File: src/rtl/pmerge_pkg.sv
package pmerge_pkg;

    typedef enum logic [1:0] {
        CLS_EX = 2'd0,
        CLS_HI = 2'd1,
        CLS_LO = 2'd2,
        CLS_NO = 2'd3
    } cls_t;

    typedef enum logic [2:0] {
        ST_IDLE   = 3'd0,
        ST_PRE    = 3'd1,
        ST_DELIM  = 3'd2,
        ST_FRAGNO = 3'd3,
        ST_DATA   = 3'd4,
        ST_TRL    = 3'd5
    } st_t;

    localparam logic [7:0] PRE_BYTE   = 8'h55;
    localparam logic [7:0] EXP_DELIM  = 8'hD5;

    // delimiter opening a new preemptable frame, also used for fragment numbers
    function automatic logic [7:0] start_code(input logic [1:0] n);
        logic [7:0] r;
        r = 8'hE6;
        case (n)
            2'd0: r = 8'hE6;
            2'd1: r = 8'h4C;
            2'd2: r = 8'h7F;
            2'd3: r = 8'hB3;
            default: r = 8'hE6;
        endcase
        return r;
    endfunction

    function automatic logic [7:0] cont_code(input logic [1:0] n);
        logic [7:0] r;
        r = 8'h61;
        case (n)
            2'd0: r = 8'h61;
            2'd1: r = 8'h52;
            2'd2: r = 8'h2A;
            2'd3: r = 8'h9E;
            default: r = 8'h61;
        endcase
        return r;
    endfunction

    // fixed check placeholder closing a cut fragment
    function automatic logic [7:0] trl_byte(input logic [1:0] i);
        return i[1] ? 8'h00 : 8'hFF;
    endfunction

endpackage

File: src/rtl/pmerge_gap.sv
module pmerge_gap #(
    parameter int IPG_BYTES = 12
) (
    input  logic clk,
    input  logic rst_n,
    input  logic load_i,
    output logic done_o
);
    localparam int GW = (IPG_BYTES > 2) ? $clog2(IPG_BYTES) : 1;

    logic [GW-1:0] cnt_q;

    always_ff @(posedge clk) begin
        if (!rst_n) begin
            cnt_q <= '0;
        end else if (load_i) begin
            cnt_q <= GW'(IPG_BYTES - 1);
        end else if (cnt_q != '0) begin
            cnt_q <= cnt_q - 1'b1;
        end
    end

    assign done_o = (cnt_q == '0);

    // the counter never leaves its loaded range
    assert_gap_range_R4: assert property (@(posedge clk) disable iff (!rst_n)
        load_i |=> (cnt_q == GW'(IPG_BYTES - 1)));

endmodule

File: src/rtl/pmerge_ctx.sv
module pmerge_ctx (
    input  logic       clk,
    input  logic       rst_n,
    input  logic       start_i,
    input  logic       cut_i,
    input  logic       resume_i,
    input  logic [1:0] frm_i,
    output logic       parked_o,
    output logic [1:0] frm_o,
    output logic [1:0] frag_o
);
    logic       parked_q;
    logic [1:0] frm_q;
    logic [1:0] frag_q;

    always_ff @(posedge clk) begin
        if (!rst_n) begin
            parked_q <= 1'b0;
            frm_q    <= 2'd0;
            frag_q   <= 2'd0;
        end else begin
            if (start_i) begin
                parked_q <= 1'b0;
                frm_q    <= frm_i;
                frag_q   <= 2'd0;
            end
            if (cut_i) begin
                parked_q <= 1'b1;
            end
            if (resume_i) begin
                parked_q <= 1'b0;
                frag_q   <= frag_q + 2'd1;
            end
        end
    end

    assign parked_o = parked_q;
    assign frm_o    = frm_q;
    assign frag_o   = frag_q;

    // a continuation is only ever sent for a frame that was cut
    assert_resume_parked_R9: assert property (@(posedge clk) disable iff (!rst_n)
        resume_i |-> parked_q);

    // a parked frame keeps its frame count
    assert_park_keeps_count_R6: assert property (@(posedge clk) disable iff (!rst_n)
        (parked_q && !start_i) |=> (frm_q == $past(frm_q)));

endmodule

File: src/rtl/pmerge_pick.sv
module pmerge_pick
    import pmerge_pkg::*;
(
    input  logic       gap_done_i,
    input  logic       hold_i,
    input  logic [1:0] levels_i,
    input  logic       ex_v_i,
    input  logic       hi_v_i,
    input  logic       lo_v_i,
    input  logic       hi_park_i,
    input  logic       lo_park_i,
    output logic       go_o,
    output cls_t       cls_o,
    output logic       resume_o,
    output logic       frag_o
);
    always_comb begin
        go_o     = 1'b0;
        cls_o    = CLS_NO;
        resume_o = 1'b0;
        if (gap_done_i) begin
            if (ex_v_i) begin
                go_o  = 1'b1;
                cls_o = CLS_EX;
            end else if (!hold_i) begin
                unique case (levels_i)
                    2'd0: begin
                        if (hi_v_i) begin
                            go_o = 1'b1; cls_o = CLS_HI;
                        end else if (lo_v_i) begin
                            go_o = 1'b1; cls_o = CLS_LO;
                        end
                    end
                    2'd1: begin
                        if (hi_park_i) begin
                            go_o = 1'b1; cls_o = CLS_HI; resume_o = 1'b1;
                        end else if (lo_park_i) begin
                            go_o = 1'b1; cls_o = CLS_LO; resume_o = 1'b1;
                        end else if (hi_v_i) begin
                            go_o = 1'b1; cls_o = CLS_HI;
                        end else if (lo_v_i) begin
                            go_o = 1'b1; cls_o = CLS_LO;
                        end
                    end
                    default: begin
                        if (hi_park_i || hi_v_i) begin
                            go_o = 1'b1; cls_o = CLS_HI; resume_o = hi_park_i;
                        end else if (lo_park_i || lo_v_i) begin
                            go_o = 1'b1; cls_o = CLS_LO; resume_o = lo_park_i;
                        end
                    end
                endcase
            end
        end
        frag_o = go_o && (cls_o != CLS_EX) && (levels_i != 2'd0);
    end

endmodule

File: src/rtl/pmerge_tx.sv
module pmerge_tx
    import pmerge_pkg::*;
#(
    parameter int MIN_FRAG  = 60,
    parameter int IPG_BYTES = 12,
    parameter int PRE_LEN   = 6
) (
    input  logic       clk,
    input  logic       rst_n,
    input  logic [1:0] peer_levels,
    input  logic       tx_hold,
    input  logic       ex_valid,
    input  logic [7:0] ex_data,
    input  logic       ex_last,
    output logic       ex_ready,
    input  logic       hi_valid,
    input  logic [7:0] hi_data,
    input  logic       hi_last,
    output logic       hi_ready,
    input  logic       lo_valid,
    input  logic [7:0] lo_data,
    input  logic       lo_last,
    output logic       lo_ready,
    output logic       tx_valid,
    output logic [7:0] tx_data
);
    localparam int FSW = $clog2(MIN_FRAG + 1);
    localparam int CW  = ($clog2(PRE_LEN) > 2) ? $clog2(PRE_LEN) : 2;

    st_t            state_q, state_n;
    cls_t           cls_q;
    logic           resume_q;
    logic           frag_q;
    logic [CW-1:0]  cnt_q;
    logic [FSW-1:0] fsize_q;
    logic [1:0]     frame_q;

    logic           gap_done, gap_load;
    logic           pick_go, pick_resume, pick_frag;
    cls_t           pick_cls;
    logic [1:0]     parked;
    logic [1:0]     frm_s   [2];
    logic [1:0]     fragn_s [2];
    logic [1:0]     act_frm, act_fragn;

    logic           sel_valid, sel_last;
    logic [7:0]     sel_data;
    logic           higher_pend, cut, send, two_level;

    assign two_level = (peer_levels >= 2'd2);

    // ---------------- submodules ----------------
    pmerge_gap #(.IPG_BYTES(IPG_BYTES)) u_gap (
        .clk    (clk),
        .rst_n  (rst_n),
        .load_i (gap_load),
        .done_o (gap_done)
    );

    pmerge_pick u_pick (
        .gap_done_i (gap_done && (state_q == ST_IDLE)),
        .hold_i     (tx_hold),
        .levels_i   (peer_levels),
        .ex_v_i     (ex_valid),
        .hi_v_i     (hi_valid),
        .lo_v_i     (lo_valid),
        .hi_park_i  (parked[0]),
        .lo_park_i  (parked[1]),
        .go_o       (pick_go),
        .cls_o      (pick_cls),
        .resume_o   (pick_resume),
        .frag_o     (pick_frag)
    );

    for (genvar k = 0; k < 2; k++) begin : g_ctx
        localparam cls_t KC = cls_t'(k + 1);
        pmerge_ctx u_ctx (
            .clk      (clk),
            .rst_n    (rst_n),
            .start_i  ((state_q == ST_IDLE) && pick_go && (pick_cls == KC) &&
                       !pick_resume && pick_frag),
            .cut_i    (cut && (cls_q == KC)),
            .resume_i ((state_q == ST_FRAGNO) && (cls_q == KC)),
            .frm_i    (frame_q),
            .parked_o (parked[k]),
            .frm_o    (frm_s[k]),
            .frag_o   (fragn_s[k])
        );
    end

    assign act_frm   = (cls_q == CLS_LO) ? frm_s[1]   : frm_s[0];
    assign act_fragn = (cls_q == CLS_LO) ? fragn_s[1] : fragn_s[0];

    // ---------------- source selection and cut decision ----------------
    always_comb begin
        sel_valid = 1'b0;
        sel_data  = 8'h00;
        sel_last  = 1'b0;
        unique case (cls_q)
            CLS_EX: begin sel_valid = ex_valid; sel_data = ex_data; sel_last = ex_last; end
            CLS_HI: begin sel_valid = hi_valid; sel_data = hi_data; sel_last = hi_last; end
            CLS_LO: begin sel_valid = lo_valid; sel_data = lo_data; sel_last = lo_last; end
            default: ;
        endcase
    end

    assign higher_pend = ex_valid || ((cls_q == CLS_LO) && two_level && hi_valid);
    assign cut  = (state_q == ST_DATA) && frag_q && (cls_q != CLS_EX) &&
                  (fsize_q >= FSW'(MIN_FRAG)) && higher_pend;
    assign send = (state_q == ST_DATA) && !cut && sel_valid;
    assign gap_load = (send && sel_last) || ((state_q == ST_TRL) && (cnt_q == CW'(3)));

    // ---------------- state register and counters ----------------
    always_ff @(posedge clk) begin
        if (!rst_n) begin
            state_q  <= ST_IDLE;
            cls_q    <= CLS_EX;
            resume_q <= 1'b0;
            frag_q   <= 1'b0;
            cnt_q    <= '0;
            fsize_q  <= '0;
            frame_q  <= 2'd0;
        end else begin
            state_q <= state_n;
            unique case (state_q)
                ST_IDLE: begin
                    if (pick_go) begin
                        cls_q    <= pick_cls;
                        resume_q <= pick_resume;
                        frag_q   <= pick_frag;
                        cnt_q    <= '0;
                        fsize_q  <= '0;
                    end
                end
                ST_PRE:  cnt_q <= cnt_q + 1'b1;
                ST_DATA: begin
                    if (cut) begin
                        cnt_q <= CW'(1);
                    end else if (send && (fsize_q < FSW'(MIN_FRAG))) begin
                        fsize_q <= fsize_q + 1'b1;
                    end
                end
                ST_TRL:  cnt_q <= cnt_q + 1'b1;
                default: ;
            endcase
            if (send && sel_last && frag_q) begin
                frame_q <= frame_q + 2'd1;
            end
        end
    end

    // ---------------- next state ----------------
    always_comb begin
        state_n = state_q;
        unique case (state_q)
            ST_IDLE:   if (pick_go) state_n = ST_PRE;
            ST_PRE:    if (cnt_q == CW'(PRE_LEN - 1)) state_n = ST_DELIM;
            ST_DELIM:  state_n = resume_q ? ST_FRAGNO : ST_DATA;
            ST_FRAGNO: state_n = ST_DATA;
            ST_DATA: begin
                if (cut)                   state_n = ST_TRL;
                else if (send && sel_last) state_n = ST_IDLE;
            end
            ST_TRL:    if (cnt_q == CW'(3)) state_n = ST_IDLE;
            default:   state_n = ST_IDLE;
        endcase
    end

    // ---------------- outputs ----------------
    always_comb begin
        tx_valid = 1'b0;
        tx_data  = 8'h00;
        ex_ready = 1'b0;
        hi_ready = 1'b0;
        lo_ready = 1'b0;
        unique case (state_q)
            ST_PRE: begin
                tx_valid = 1'b1;
                tx_data  = PRE_BYTE;
            end
            ST_DELIM: begin
                tx_valid = 1'b1;
                if (!frag_q)       tx_data = EXP_DELIM;
                else if (resume_q) tx_data = cont_code(act_frm);
                else               tx_data = start_code(act_frm);
            end
            ST_FRAGNO: begin
                tx_valid = 1'b1;
                tx_data  = start_code(act_fragn);
            end
            ST_DATA: begin
                if (cut) begin
                    tx_valid = 1'b1;
                    tx_data  = trl_byte(2'd0);
                end else begin
                    tx_valid = sel_valid;
                    tx_data  = sel_data;
                end
                ex_ready = send && (cls_q == CLS_EX);
                hi_ready = send && (cls_q == CLS_HI);
                lo_ready = send && (cls_q == CLS_LO);
            end
            ST_TRL: begin
                tx_valid = 1'b1;
                tx_data  = trl_byte(cnt_q[1:0]);
            end
            default: ;
        endcase
    end

    // ---------------- assertions ----------------
    assert_one_ready_R13: assert property (@(posedge clk) disable iff (!rst_n)
        $onehot0({ex_ready, hi_ready, lo_ready}));

    assert_start_after_gap_R4: assert property (@(posedge clk) disable iff (!rst_n)
        ((state_q == ST_IDLE) && (state_n == ST_PRE)) |-> gap_done);

    assert_cut_victim_R8: assert property (@(posedge clk) disable iff (!rst_n)
        ((state_q == ST_DATA) && (state_n == ST_TRL)) |->
        ((cls_q != CLS_EX) && !((cls_q == CLS_HI) && !ex_valid)));

    assert_cut_depth_R7: assert property (@(posedge clk) disable iff (!rst_n)
        ((state_q == ST_TRL) && ($past(state_q) == ST_DATA)) |->
        ($past(fsize_q) >= FSW'(MIN_FRAG)));

    assert_lo_resume_clear_R10: assert property (@(posedge clk) disable iff (!rst_n)
        ((state_q == ST_FRAGNO) && (cls_q == CLS_LO) && two_level) |-> !parked[0]);

    assert_hold_blocks_R3: assert property (@(posedge clk) disable iff (!rst_n)
        ((state_q == ST_IDLE) && pick_go && (pick_cls != CLS_EX)) |-> (!tx_hold && !ex_valid));

    assert_level0_uncut_R12: assert property (@(posedge clk) disable iff (!rst_n)
        ((state_q == ST_DELIM) && (peer_levels == 2'd0) && $stable(peer_levels)) |-> !frag_q);

endmodule

File: config.mk
export PLATFORM = sky130hd
export DESIGN_NAME = pmerge_tx
export DESIGN_NICKNAME = d
export VERILOG_FILES = /design/src/rtl/pmerge_pkg.sv /design/src/rtl/pmerge_gap.sv /design/src/rtl/pmerge_ctx.sv /design/src/rtl/pmerge_pick.sv /design/src/rtl/pmerge_tx.sv
export SDC_FILE = /design/constraint.sdc
export NUM_CORES = 1
export LEC_CHECK = 0
export BUFFER_PORTS_ARGS = -buffer_cell sky130_fd_sc_hd__clkbuf_2
export CORE_UTILIZATION = 50
export DETAILED_ROUTE_END_ITERATION = 10
export PLACE_DENSITY_LB_ADDON = 0.05
export SYNTH_ARGS = -nofsm -noshare
export SYNTH_HDL_FRONTEND = slang
export SYNTH_SLANG_ARGS = --single-unit
File: constraint.sdc
create_clock -name clk -period 1.9 [get_ports clk]
set_input_delay 0 -clock clk [delete_from_list [all_inputs] [get_ports clk]]
set_output_delay 0 -clock clk [all_outputs]
set_load 0.05 [all_outputs]
# --- After elaboration in Yosys (flattened, before gate mapping) ---
# Index checks and enable logic that the tools add are counted.
word_totals:
  output_inout_bits: 12
  ff_bits: 32
  in_bits: 35
op_classes:
  muxes: 70
  bitwise: 1
  reduce_logical: 61
  n_eq_ne: 25
  n_lt_le_gt_ge: 3
  add_sub_neg: 6
op_table:
  columns: ["op", "n"]
  rows:
  - ["case mux 8 bit (4 select lines)", 3]
  - ["case mux 8 bit (5 select lines)", 1]
  - ["2-to-1 mux 8 bit", 4]
  - ["logical AND 1 bit", 29]
  - ["2-to-1 mux 1 bit", 26]
  - ["2-to-1 mux 2 bit", 13]
  - ["2-to-1 mux 3 bit", 8]
  - ["case mux 8 bit (3 select lines)", 1]
  - ["2-to-1 mux 6 bit", 3]
  - ["case mux 3 bit (6 select lines)", 1]
  - ["nonzero test 2 bit", 9]
  - ["== test 2 bit, second input constant", 6]
  - ["case mux 6 bit (2 select lines)", 1]
  - ["== test 2 x 1 -> 1 bit, second input constant", 5]
  - ["== test 3 x 2 -> 1 bit, second input constant", 3]
  - ["== test 3 bit, second input constant", 3]
  - ["case mux 3 bit (3 select lines)", 1]
  - ["zero test 2 bit", 4]
  - ["2-to-1 mux 4 bit", 2]
  - ["!= test 2 bit, second input constant", 4]
  - ["AND reduction 4 bit", 2]
  - ["OR reduction 2 bit", 4]
  - ["adder 2 x 1 -> 2 bit, second input constant", 3]
  - ["adder 6 x 1 -> 6 bit, second input constant", 1]
  - ["21 further kinds", 29]

# --- Logic depth before layout (Yosys ltp) ---
# Gate-level depths: netlist of run 1.
depth:
  ltp_word: 14
  depth_mapped: 11
  mapped_depth_nobuf: 9

# --- Cells and area by module ---
# A second synthesis of run 1 with hierarchy kept.
hier_totals:
  hier_cells: 321
  area_unflattened_um2: 2548.7
modules_own_cells:
  columns: ["module", "instances", "seq_area_each_um2", "area_each_um2", "cells_each"]
  rows:
  - ["pmerge_tx", 1, 360.3, 1803.0, 243]
  - ["pmerge_ctx", 2, 100.1, 210.2, 19]
  - ["pmerge_gap", 1, 80.1, 175.2, 18]
  - ["pmerge_pick", 1, 0.0, 150.1, 22]

# --- Least setup slack after synthesis of run 1 ---
# OpenSTA, ideal clock, no wires.
synth_path:
  path_kind: "register -> output"
  start: "register cls_q[1]"
  end: "output tx_data[1]"
  arrival_time_ns: 2.346
  path_stages_with_launch: 7
  n_path_buf: 2
  setup_slack_ns: -0.446
  cell_sequence: "dfxtp_1 > nor2b_1 > buf_2 > buf_1 > mux2_2 > ha_1 > o211ai_1"
synth_between:
  elab_chain_cells: 7
  elab_cells_between_ends: 28
synth_lines:
  columns: ["item", "line", "source"]
  rows:
  - ["start: declaration", "pmerge_tx.sv:31", "cls_t cls_q;"]
  - ["start signal: assignment", "pmerge_tx.sv:128", "cls_q <= pick_cls;"]
  - ["== test 2 bit", null, null]
  - ["2-to-1 mux 2 bit / logical AND 1 bit (equally long branches)", "pmerge_tx.sv:91, pmerge_tx.sv:107", null]
  - ["== test 2 bit, or another cell as far along", "pmerge_pkg.sv:26, pmerge_pkg.sv:39", null]
  - ["case mux 8 bit (4 select lines), or another cell as far along", "pmerge_pkg.sv:26", "case (n)"]
  - ["2-to-1 mux 8 bit / logical AND 1 bit (equally long branches)", "pmerge_tx.sv:184, pmerge_tx.sv:109", null]
  - ["2-to-1 mux 8 bit (on tied branches)", "pmerge_tx.sv:183, pmerge_tx.sv:192", null]
  - ["case mux 8 bit (5 select lines) (*)", "pmerge_tx.sv:176", "unique case (state_q)"]
  - ["end: declaration", "pmerge_tx.sv:25", "output logic [7:0] tx_data"]
# Mark *: on every way between the ends. The rest lies on a longest branch, timed or not.

# --- Worst setup path after layout of run 1 ---
layout_path:
  start: "register cls_q[1]"
  end: "output tx_data[7]"
# Same word-level chain as after synthesis.

==> results of run 1 <==
## Yosys cell counts, drive strengths merged, types with 8 or more instances
master / n / share of area (%)
dfxtp: 32 / 28
ha: 10 / 5.4
nor2: 22 / 4.4
mux2i: 20 / 8.7
clkbuf: 9 / 1.5
nand3: 9 / 2.5
a21oi: 14 / 3.0
and3: 9 / 2.5
nor3: 9 / 2.4
o211ai: 8 / 2.6
inv: 11 / 1.8
o21ai: 19 / 4.1
nand2: 43 / 7.0
nor2b: 8 / 2.2
## worst max-delay path: stages (launching register included)
cell	delay, ns
dfxtp_2	0.32
nor2b_4	0.13
buf_6	0.12
mux2i_4	0.18
buf_4	0.16
ha_4	0.16
buf_4	0.13
o21ai_2	0.13
nand3b_1	0.09
a32oi_1	0.23
nand2_2	0.08
buf_8	0.16
## layout make-up
cell class | count | area share [%]
Tap cell | 52 | 2.030
Sequential cell | 32 | 20.10
Inverter | 11 | 1.366
Clock inverter | 1 | 0.2342
Clock buffer | 7 | 2.693
Timing Repair Buffer | 77 | 18.70
Multi-Input combinational cell | 236 | 54.88
## timing repair
| item | CTS | global route |
|---|---|---|
| endpoints found under the setup margin | 13 | 18 |
| pin swaps | 7 | 8 |
| setup buffers | 3 | 3 |
| cloned | 0 | 0 |
| resized for setup | 42 | 17 |
## path summary, 6_finish.rpt
path / from / to / depth (start not counted)
setup / recovery: cls_q[1] / tx_data[7] / 11
hold / removal: ex_valid / cls_q[0] / 2
setup reg to reg: cls_q[1] / u_gap.cnt_q[3] / 8
hold reg to reg: fsize_q[5] / fsize_q[5] / 1
## report_power, final
part           switching (mW)  internal (mW)  leakage [nW]
combinational            1.20          0.863          1.04
clock                   0.257          0.294        0.0445
sequential              0.104          0.751         0.260
total                    1.56           1.91          1.34
## metrics by stage
step	instances	hold WS (ns)	setup WS (ns)	TNS, ns	util (%)
after detailed placement	403	0.3380	-0.1592	-0.5332	64.47
final	416	0.08621	-0.2557	-1.860	73.12
after floorplan	293	0.09513	-0.2025	-0.8970	-
after CTS	414	0.07611	-0.2375	-1.629	71.23
after global placement	403	0.3386	-0.06632	-0.1572	64.47
after global routing	416	0.09250	-0.3645	-3.297	73.12
## cell families (layout without fill, tap and decap cells)
| logic type | count (synthesis) | count (layout) | synth area share (%) |
|---|---|---|---|
| AO/OA/AOI/OAI | 72 | 72 | 21.42 |
| XOR/XNOR | 6 | 6 | 2.278 |
| adder cells (fa/ha/maj) | 10 | 10 | 5.423 |
| buffers and inverters | 25 | 96 | 4.284 |
| flip-flops | 32 | 32 | 27.77 |
| multiplexers | 22 | 22 | 9.653 |
| AND/OR/NAND/NOR | 126 | 126 | 29.18 |
## routing by layer
layer,up-vias,global-route usage (%),share of wire (%)
met2,90,43.59,47
met3,4,3.896,5.8
met5,-,0,0
met1,1123,39.08,46
met4,0,6.889,0.91
li1,1201,-,-
## flip-flops by register name, indices dropped and copies added, names as in the netlist
| name | count |
|---|---|
| cnt_q | 3 |
| u_gap.cnt_q | 4 |
| state_q | 3 |
| g_ctx.u_ctx.parked_o | 2 |
| fsize_q | 6 |
| frame_q | 2 |
| resume_q | 1 |
| g_ctx.u_ctx.frag_o | 4 |
| cls_q | 2 |
| g_ctx.u_ctx.frm_o | 4 |
| frag_q | 1 |
==> impl_metrics.ini, run 1 <==
[outcome]
status = finished, violations left
failed_checks = setup timing

[place]
numPortBuffers = 46
dpl-instance-area_sq_um = 2826
detailed_place_hpwl_microns = 4861
gp_congestion = 0.8832

[synthesis]
postSynthAreaPerCell_sq_um = 7.874
synth_ff_type = dfxtp_1
synth_edf_count = 0
syn-cell-area_sq_um = 2307
synth.net_count = 338
synthCells = 293
ys_seq_elements = 32
synth-warning-count = 0
async_flop_share_pct = 0
synth.distinct_cells = 57
ys_seq_area_share_pct = 27.77

[die]
fp.dieH_microns = 69.93
dieArea_sq_um = 4890
start_util_pct = 52.63
io_pins = 47
coreArea_sq_um = 4384
rows = 24
die_w_microns = 69.93

[drt]
wl_per_cell_microns = 15.92
viasPerCell = 5.813
routed_wirelength_microns = 6622
dr.pass1.iters = 5
drc = 0
drt_iter0_markers = 211
via_count = 2418
ant_nets = 0

[finish]
num-fill-cells = 351
final_cell_mix = 40 x nand2_1, 34 x clkbuf_2, 29 x dfxtp_1, 29 x buf_4, 19 x nor2_1
design_area_sq_um = 3206
n_antenna_cell = 0
area.sequential_sq_um = 644.4
multi_input_area_sq_um = 1759
mostFrequentLayoutCell = nand2_1
area_growth_pct = 38.94
drive_above_1_share_pct = 34.89
nets = 408

[sta]
timing.final.ws_setup_ns = -0.2557
final-hold-violation-count = 0
rsz0062_at_grt = true
fin_crit_sh_pct = 113.5
finalClockSkew_ns = 0.008485
layout_min_cycle_time_ns = 2.156
worst_pin_slew_ns = 0.6272
final-max-slew-violation-count = 0
fmax_mhz = 463.9
setup_viol = 12
relSlewSlack_pct = 58.10

[clocking]
cts_buffer_depth = 2
cts_buffers = 5
clkTransAtPathRegs_ns = 0.06
ctsHoldBuffers = 0
cts_sinks = 32
cts_max_level = 2
cts_tree = done
cts_root_buffer = clkbuf_8
clock_latency_ns = 0.28

[setup_path]
cp_max_fo = 3
critPathArrivalTime_ns = 2.16
cp-end-kind = primary output
crit_type = reg2out
worstSetupStartpointType = register
worstPathRequired_ns = 1.90
reg2reg_slack_ns = 0

[grt]
overflow = 0
grt_pass1_vias = 2208
antenna_found_initial = 0
grt_max_degree = 22
grt_pass1_wl_microns = 10680
grt_use_total_pct = 27.43

[power_and_ir_drop]
power_density_nw_per_um2 = 1083
ir_drop_mv = 0.5236
leakage_nw = 1.343
power_mw = 3.472

[job]
maxCapViolCount = 0

[hold_path]
hold_class = in2reg
No activity file was read; power rests on OpenSTA's default activity.
==> inputs of run 2 (changes only) <==
BUFFER_PORTS_ARGS = -buffer_cell sky130_fd_sc_hd__buf_2   (was -buffer_cell sky130_fd_sc_hd__clkbuf_2)
CORE_UTILIZATION = 48   (was 50)
==> impl_metrics.ini, run 2 (synthesis results as in run 1) <==
[clocking]
clkTransAtPathRegs_ns = 0.07
cts_root_buffer = clkbuf_8
cts_buffers = 5
clock_latency_ns = 0.29
cts_buffer_depth = 2
cts_max_level = 2
cts_tree = done
cts_sinks = 32
ctsHoldBuffers = 0

[die]
coreArea_sq_um = 4474
dieArea_sq_um = 5088
io_pins = 47
fp.dieH_microns = 71.33
start_util_pct = 51.57
rows = 24
die_w_microns = 71.33

[setup_path]
cp_max_fo = 5
max_stage_delay_ns = 0.33
r2r-start = cls_q[1]
crit_buf_inv = 2
critPathTopFamily = compound AO/OA/AOI/OAI gates
worstSetupStartpointType = register
path_cells = nor2b_4 -> mux2i_2 -> inv_2 -> ha_1 -> o21ai_1 -> nand3_1 -> o211ai_1 -> a221o_2 -> buf_6
crit_type = reg2out
r2r_end = u_gap.cnt_q[2]
reg2reg_slack_ns = 0.04
reg2reg_depth = 7
worstPathRequired_ns = 1.90
crit_end = tx_data[6]
critPathArrivalTime_ns = 2.12
startpoint = cls_q[1]
cp-end-kind = primary output
critPathSlowestCell = dfxtp_2
path_depth = 9

[job]
maxCapViolCount = 0

[drt]
viasPerCell = 5.835
via_count = 2433
ant_nets = 0
dr.pass1.iters = 8
drc = 3
drt_iter0_markers = 212
wl_per_cell_microns = 15.64
routed_wirelength_microns = 6523

[finish]
fin_cells = 417
drive_above_1_share_pct = 35.62
final_cell_mix = 40 x nand2_1, 34 x buf_2, 32 x buf_4, 29 x dfxtp_1, 20 x nor2_1
top_register = fsize_q
area_growth_pct = 37.31
largest_reg_flops = 6
final_util_pct = 70.81
n_antenna_cell = 0
nets = 409
mostFrequentLayoutCell = nand2_1

[grt]
grt_use_total_pct = 27.75
grt_max_degree = 22
antenna_found_initial = 0
grt_pass1_wl_microns = 11030
grt_pass1_vias = 2303
overflow = 0

[sta]
final-max-slew-violation-count = 0
setup_viol = 12
finalClockSkew_ns = 0.003087
worst_pin_slew_ns = 0.5018
fmax_mhz = 471.3
tns_ns = -1.620
layout_min_cycle_time_ns = 2.122
fin_crit_sh_pct = 111.7
final-hold-violation-count = 0
timing.final.ws_setup_ns = -0.2219
rsz0062_at_grt = true
hold_ws_ns = 0.04492
relSlewSlack_pct = 66.50

[outcome]
failed_checks = DRC, setup timing
status = finished, violations left

[power_and_ir_drop]
leakage_nw = 1.329
power_density_nw_per_um2 = 1063
power_mw = 3.367
ir_drop_mv = 0.5184

[hold_path]
hold_class = in2reg

[place]
detailed_place_hpwl_microns = 4895
placed_cells = 405
gp_congestion = 0.8652
numPortBuffers = 46
==> run 2: power by group <==
part | internal, mW | total (mW) | switching [mW] | leakage (nW)
Combinational | 0.795 | 1.97 | 1.18 | 1.02
Sequential | 0.750 | 0.864 | 0.113 | 0.260
Clock | 0.255 | 0.532 | 0.276 | 0.0479
Total | 1.80 | 3.37 | 1.57 | 1.33
==> run 2: cell type report <==
| class | count | area [sq um] |
|---|---|---|
| timing repair buffer | 78 | 553.0 |
| clock inverter | 3 | 18.77 |
| tap | 52 | 65.06 |
| multi-input combinational | 236 | 1774 |
| fill | 359 | 1306 |
| inverter | 11 | 43.79 |
| sequential | 32 | 644.4 |
| clock buffer | 5 | 68.82 |
==> run 2: worst min-delay path by stage <==
stage	from	end	cells after the start
after floorplan	ex_valid	cls_q[0]	1
after CTS	ex_valid	cls_q[0]	2
final	ex_valid	cls_q[0]	2
after global placement	ex_valid	cls_q[0]	2
after global routing	ex_valid	cls_q[0]	2
after detailed placement	ex_valid	cls_q[0]	2
==> run 2: per-layer routing <==
layer	vias to the layer above	share of wire (%)	track usage [%]
li1	1204	-	-
met1	1121	49	39.63
met2	93	44	41.59
met3	15	5.7	5.907
met4	0	1.8	9.111
met5	-	0	0
==> run 2: metrics by stage <==
stage,cell area [sq um],setup slack (ns)
finish,3168,-0.2219
floorplan,2380,-0.2025
detailed placement,2811,-0.08879
global route,3168,-0.3301
CTS,3092,-0.2377
global placement,2811,-0.002572
==> run 2: repair_timing <==
item,CTS,global route
buffers inserted,5,2
pin swaps,7,9
gates resized for setup,41,19
endpoints found under the setup margin,12,17
==> run 2: worst reg2reg max path: cells and delay by family, from the launching register on <==
family | cells | cell delay (ns)
AO/OA/AOI/OAI | 2 | 0.44
buffers and inverters | 2 | 0.39
flip-flops | 1 | 0.33
AND/OR/NAND/NOR | 3 | 0.65
